$ cat src/rtl/ddr_pwrup_seq.sv
module ddr_pwrup_seq #(
  parameter int unsigned CLK_MHZ = 250,
  parameter int unsigned WAIT_US = 200,
  parameter int unsigned GAP     = 2,
  parameter int unsigned LOCK    = 200,
  parameter int unsigned AW      = 12
) (
  input  logic          clk,
  input  logic          rst_n,
  input  logic          stable,
  input  logic          restart,
  input  logic [AW-1:0] mr_val,
  input  logic [AW-1:0] emr_val,
  output logic          cke,
  output logic          cs_n,
  output logic          ras_n,
  output logic          cas_n,
  output logic          we_n,
  output logic [1:0]    ba,
  output logic [AW-1:0] addr,
  output logic          init_done,
  output logic          rd_ok
);
  localparam int unsigned WAIT_CYC = CLK_MHZ * WAIT_US;
  localparam int unsigned WW = $clog2(WAIT_CYC + 1);
  localparam int unsigned GW = (GAP < 1) ? 1 : $clog2(GAP + 1);
  localparam int unsigned LW = $clog2(LOCK + 1);
  localparam logic [AW-1:0] DLL_RST = AW'(1) << 8;
  localparam logic [AW-1:0] DLL_OFF = AW'(1);
  localparam logic [AW-1:0] ALL_BK  = AW'(1) << 10;

  typedef enum logic [3:0] {
    ST_IDLE, ST_WAIT, ST_NOP, ST_PRE1, ST_EMR, ST_MRR,
    ST_PRE2, ST_REF1, ST_REF2, ST_MRF, ST_DONE
  } st_t;

  st_t           st;
  logic [WW-1:0] wcnt;
  logic [GW-1:0] gcnt;
  logic [LW-1:0] lcnt;
  logic [3:0]    cmd;

  wire issue    = (gcnt == '0);
  wire step_end = (gcnt == GW'(GAP));
  wire lock_met = (lcnt == LW'(LOCK));

  always_ff @(posedge clk or negedge rst_n) begin
    if (!rst_n) begin
      st   <= ST_IDLE;
      wcnt <= '0;
      gcnt <= '0;
      lcnt <= '0;
    end else begin
      if (lcnt != '0 && !lock_met) lcnt <= lcnt + 1'b1;
      case (st)
        ST_IDLE: if (stable) begin
          st   <= ST_WAIT;
          wcnt <= '0;
        end
        ST_WAIT: if (wcnt == WW'(WAIT_CYC - 1)) begin
          st   <= ST_NOP;
          gcnt <= '0;
        end else begin
          wcnt <= wcnt + 1'b1;
        end
        default: if (restart) begin
          st   <= ST_NOP;
          gcnt <= '0;
          lcnt <= '0;
        end else if (st != ST_DONE) begin
          if (st == ST_MRR && issue) lcnt <= LW'(1);
          if (step_end) begin
            gcnt <= '0;
            st   <= st_t'(st + 4'd1);
          end else begin
            gcnt <= gcnt + 1'b1;
          end
        end
      endcase
    end
  end

  assign cke       = (st != ST_IDLE) && (st != ST_WAIT);
  assign init_done = (st == ST_DONE);
  assign rd_ok     = init_done && lock_met;

  always_comb begin
    cmd  = cke ? 4'b0111 : 4'b1111;
    ba   = 2'b00;
    addr = '0;
    if (issue) begin
      case (st)
        ST_PRE1, ST_PRE2: begin
          cmd  = 4'b0010;
          addr = ALL_BK;
        end
        ST_EMR: begin
          cmd  = 4'b0000;
          ba   = 2'b01;
          addr = emr_val & ~DLL_OFF;
        end
        ST_MRR: begin
          cmd  = 4'b0000;
          addr = mr_val | DLL_RST;
        end
        ST_REF1, ST_REF2: cmd = 4'b0001;
        ST_MRF: begin
          cmd  = 4'b0000;
          addr = mr_val & ~DLL_RST;
        end
        default: ;
      endcase
    end
  end

  assign {cs_n, ras_n, cas_n, we_n} = cmd;
endmodule


$ cat config.mk
export PLATFORM = sky130hd
export DESIGN_NAME = ddr_pwrup_seq
export DESIGN_NICKNAME = d
export VERILOG_FILES = /design/src/rtl/ddr_pwrup_seq.sv
export SDC_FILE = /design/constraint.sdc
export NUM_CORES = 1
export LEC_CHECK = 0
export ABC_AREA = 1
export BUFFER_PORTS_ARGS = -buffer_cell sky130_fd_sc_hd__buf_2
export CAP_MARGIN = 30
export CORE_UTILIZATION = 45
export CTS_CLUSTER_SIZE = 16
export DETAILED_ROUTE_END_ITERATION = 16
export MAX_ROUTING_LAYER = met4
export PLACE_DENSITY_LB_ADDON = 0.3
export SLEW_MARGIN = 20
export SYNTH_ARGS = -nofsm -noshare
export SYNTH_HDL_FRONTEND = slang
export SYNTH_SLANG_ARGS = --single-unit
$ cat constraint.sdc
create_clock -name clk -period 3.3 [get_ports clk]
set_input_delay 0.495 -clock clk [delete_from_list [all_inputs] [get_ports clk]]
set_output_delay 0.495 -clock clk [all_outputs]
set_load 0.01 [all_outputs]
Word level (Yosys, flattened, before mapping). Cells that the tools add are included.

Register bits after elaboration: 30. Bits of input ports: 28. Output and inout bits: 21. Word-level logic and storage cells: 72.

$add $sub $neg: 4. Equal/unequal tests: 17. Muxes and demuxes: 26. Bitwise operators: 1. Reductions and logical operators: 20.

Operators with widths (count): $pmux W12 S4 (1); $mux W8 (5); $mux W16 (2); $pmux W16 S2 (1); $mux W4 (7); $add A16 B1 Y16 const B (1); $eq A16 B16 Y1 const B (1); $eq A4 B3 Y1 const B (4); $eq A4 B4 Y1 const B (3); $mux W12 (1); $pmux W4 S3 (1); $reduce_bool A4 Y1 (3); $add A8 B1 Y8 const B (1); $eq A8 B8 Y1 const B (1); $mux W2 (4); $pmux W4 S2 (1); $reduce_bool A8 Y1 (1); $ne A2 B2 Y1 const B (3); $reduce_and A3 Y1 (2); $reduce_or A2 Y1 (3); $add A4 B1 Y4 const B (1); $eq A4 B1 Y1 const B (1); $eq A4 B2 Y1 const B (1); $logic_and A1 B1 Y1 (4); 14 further kinds (15).

Depth between registers and ports, before layout.
Depth in word-level cells: 8. Mapped depth: 10. Mapped depth without buffers: 10.

Least setup slack after synthesis. No wires, ideal clock.

Kind: flip-flop to output port. From: reg st[0]. To: out addr[10]. Data arrival time: 1.357 ns. Required time: 2.805 ns. Slack: 1.448 ns. Cell stages (with the launch flop): 8. Cell sequence: dfrtp_1 inv_1 ha_1 inv_1 nor2_1 buf_2 a21oi_1 a21oi_1.

Word-level cells in the longest chain between the ends: 4. Elaborated cells on any way between the ends: 8.

Ends and longest elaborated chain: from (decl) (RTL line 37) `st_t st;`; from (signal assigned) (RTL line 74) `st <= st_t'(st + 4'd1);`; $eq A4 B2 Y1 / $eq A4 B3 Y1 (equally long branches) (RTL line 92) `case (st)`; $reduce_or A2 Y1 (RTL line 92); $pmux W12 S4 * (RTL line 92); $mux W12 * (RTL line 91) `if (issue) begin`; to (decl) (RTL line 20) `output logic [AW-1:0] addr,`.

Mark *: on every way between the ends. The rest lies on a longest branch, timed or not.

Final worst setup path.
From: reg st[0]. To: out we_n.

Word-level cells in the longest chain between the ends: 4. Elaborated cells on any way between the ends: 12.

Ends and longest elaborated chain: $eq A4 B3 Y1 (tied with other cells) (RTL line 92); $reduce_or A3 Y1 (no line) / $reduce_or A2 Y1 (equally long branches); $pmux W4 S3 * (RTL line 92); $mux W4 * (RTL line 91); to (decl) (RTL line 18) `output logic we_n,`.

Marked as above.

==> run summary <==
For the number of buffers created by CTS, the log shows 5. For this run, the top clock speed supported by timing is 365 MHz. The power density over the cells was 622 nW/um^2; the number of cells produced by synthesis was 345.

Number of sinks driven by the clock tree: 30. Before antenna repair, the detailed router went through 6 iterations. The synthesized design contains 0 enable-type register cells. The area share of the leading cell type in the synthesized netlist works out to 0.327. The largest single stage delay on the critical path is 560 ps. The aggregate global routing overflow was 0.

The tool flagged a number of max-cap violations equal to 0. Combined buffer and inverter count along the critical path: 3. Yosys mapped the design onto 30 distinct sky130hd cell types. STA puts the critical path data required time at 2800 ps. Startpoint-to-endpoint class of the critical path: flip-flop to primary output. The final cycle utilization of the critical path was 0.830; the residual antenna-violating net count after detailed routing was 0. After clock tree synthesis, the setup repair step added 0 buffers.

In this run the clock root is driven by a clkbuf_8. Proportion of layout cells with a drive suffix above 1: 0.174. The most numerous cell in the Yosys netlist is nand2_1. The run gives 0 as the post-cts hold buffer count. Clock-pin slew was measured on the worst setup and hold paths at 60 ps. In this run the worst path has a maximum fanout of 11. On the final layout, the worst hold slack is 242 ps. The launching element type of the critical path is a flip-flop. In the final layout, the multi-input gates occupy 1280 sq um. Walking the worst path, the cells encountered are inv_1, ha_1, inv_1, nor2_1, nor2_1, nand3_1, nand3_1, buf_2. The top cell type by total area after synthesis was dfrtp_1. The tools report the remaining routing DRC violations as 0. The total number of vias came out at 2294. After synthesis, the cell types taking the most area are dfrtp_1 (33%), nand2_1 (17%), inv_1 (8.5%), nand3_1 (8.3%), nor2_1 (5.4%). Subtracting the final worst setup slack from the clock period gives 2740 ps. For this design the top-level I/O count stands at 49. The first global-routing pass estimated 8.94 mm of wire. The tools report the antenna diode count as 0. The endpoint identified for the worst register-to-register timing path is wcnt[14]. Register area share after synthesis: 0.327. STA classifies the critical path endpoint as a primary output. The floorplan step set the die width to 73.4 microns.

The summed negative setup slack over all endpoints came out at 0 ps. Routability-driven placement finished with a final weighted congestion of 0.911. The worst relative slew slack was 0.530.

Setup violations remaining at the end of the flow were counted as 0. The number of cells on the worst reg-to-reg path is 8. The worst min-delay path class is input pin to asynchronous set/reset pin. The run gives 0 as the count of final hold-check violations. The most used flip-flop cell after synthesis is dfrtp_1.

The initial standard-cell utilization of the core was 0.477; the floorplan die height was 73.4 microns. Buffers placed on the I/O ports in this run total 45. TritonCTS built the clock tree. The tools report the worst vdd rail ir drop as 0.458 mV.

The count of H-tree levels built during CTS is 2, and the half-perimeter wire length of the detailed placement result is 3.84 mm. For the final max-slew violation count, the log shows 0. The worst register-to-register path begins at st[1].

Setup repair after global routing left no endpoint under its margin. The violation count after the first detailed-route iteration was 95; the average vias per placed instance was 5.01. The initial antenna violation count is 0, and the post-cts resize count is 0.

At the later pin of the worst-skew pair, clock insertion delay measures 290 ps. The average routed wire per standard cell was 11.2 microns. The layout has 499 filler cells. In this run the static leakage power is 0.00138 uW. The pin count of the biggest net entering global routing was 31.

The cell type of the slowest stage on the worst timing path was nor2_1. The transition time of the tightest slew-check pin came out at 703 ps. The die covers 5390 sq um. The area growth from synthesis to layout is 15.7%, and the core outline area is 4820 sq um. The global-route total usage across every layer came out at 0.220. STA puts the critical path data arrival time at 2240 ps. Counting instances in the post-synthesis netlist gives the leading cell types as nand2_1 (104), inv_1 (52), nand3_1 (38), nor2_1 (33), dfrtp_1 (30).

The mean instance size in the synthesized netlist is 6.65 sq um. The flow ran to the end, and the final reports show no timing, DRC or antenna violations. The logs give 5.13 mm for the wire length after detailed routing and 0 for the count of warnings emitted by yosys. Number of global-route vias before repair: 2093. The synthesized netlist occupies a cell area of 2300 sq um.

Counting flops and latches in the post-synthesis netlist gives 30. Between clock sinks in the finished design, the worst skew comes to 3.51 ps. The tools report the worst setup path startpoint as st[0].

Across the whole layout, storage elements account for 751 sq um. In this design, the largest share of critical-path delay is due to simple AND/OR/NAND/NOR gates. The setup slack of the most critical reg-to-reg path was 1070 ps. Net count reported at finish: 425.

The share of synthesized flip-flops with an asynchronous set or reset is 1.00, and the number of nets produced by synthesis is 380. In this run the core area contains 25 standard-cell rows. The tools report the clock tree buffer depth as 2.
per-layer routing:
layer	vias to the layer above	wire length, microns	global-route usage
li1	1196	-	-
met1	1030	2420	0.272
met2	53	2370	0.352
met3	15	226	0.0439
met4	0	106	0.0919
met5	-	0	-
worst max-delay path by stage:
stage / end / slack, ps / cells after the start
finish: we_n / 560 / 8
global route: we_n / 360 / 8
CTS: we_n / 570 / 8
detailed placement: we_n / 890 / 8
global placement: we_n / 930 / 8
floorplan: addr[10] / 1450 / 7
layout by cell type, fill, tap and decap left out, drive strengths merged:
cell type,count
nand2,104
inv,53
buf,46
nand3,38
nor2,36
dfrtp,30
o21ai,21
a21oi,10
a22o,9
nand4,8
clkbuf,8
ha,7
nor3,6
xor2,5
o21bai,2
o22ai,2
o21a,2
o211ai,1
or2,1
nand3b,1
conb,1
cell families after synthesis:
group	synth area share
AND/OR/NAND/NOR	0.362
XOR/XNOR	0.0191
flip-flops	0.327
AO/OA/AOI/OAI	0.137
adder cells (fa/ha/maj)	0.0381
other	0.00163
buffers and inverters	0.115
per-stage QoR:
stage / std cells / total power, uW / utilization / cell area (sq um) / setup WS [ps]
2_1_floorplan: 345 / 1160 / - / 2300 / 1450
3_3_place_gp: 450 / 1290 / 0.529 / 2550 / 931
3_5_place_dp: 450 / 1300 / 0.529 / 2550 / 885
4_1_cts: 458 / 1660 / 0.552 / 2660 / 565
5_1_grt: 458 / 1810 / 0.552 / 2660 / 358
6_report: 458 / 1650 / 0.552 / 2660 / 562
flip-flops by register name (all words and copies together) (netlist names):
name	count
gcnt	2
lcnt	8
st	4
wcnt	16
area by class of cell:
cell class,count,area share
well taps,67,0.0315
multi-input cells,254,0.482
inverters,53,0.0749
repair buffers,46,0.0876
flip-flops and latches,30,0.282
clock buffers,8,0.0414
report_power, final:
group / internal (uW) / leakage [uW] / switching, uW
Sequential: 427 / 0.000409 / 60.8
Clock: 210 / 0.0000575 / 139
Combinational: 257 / 0.000913 / 559
(Power assumes the default switching activity.)
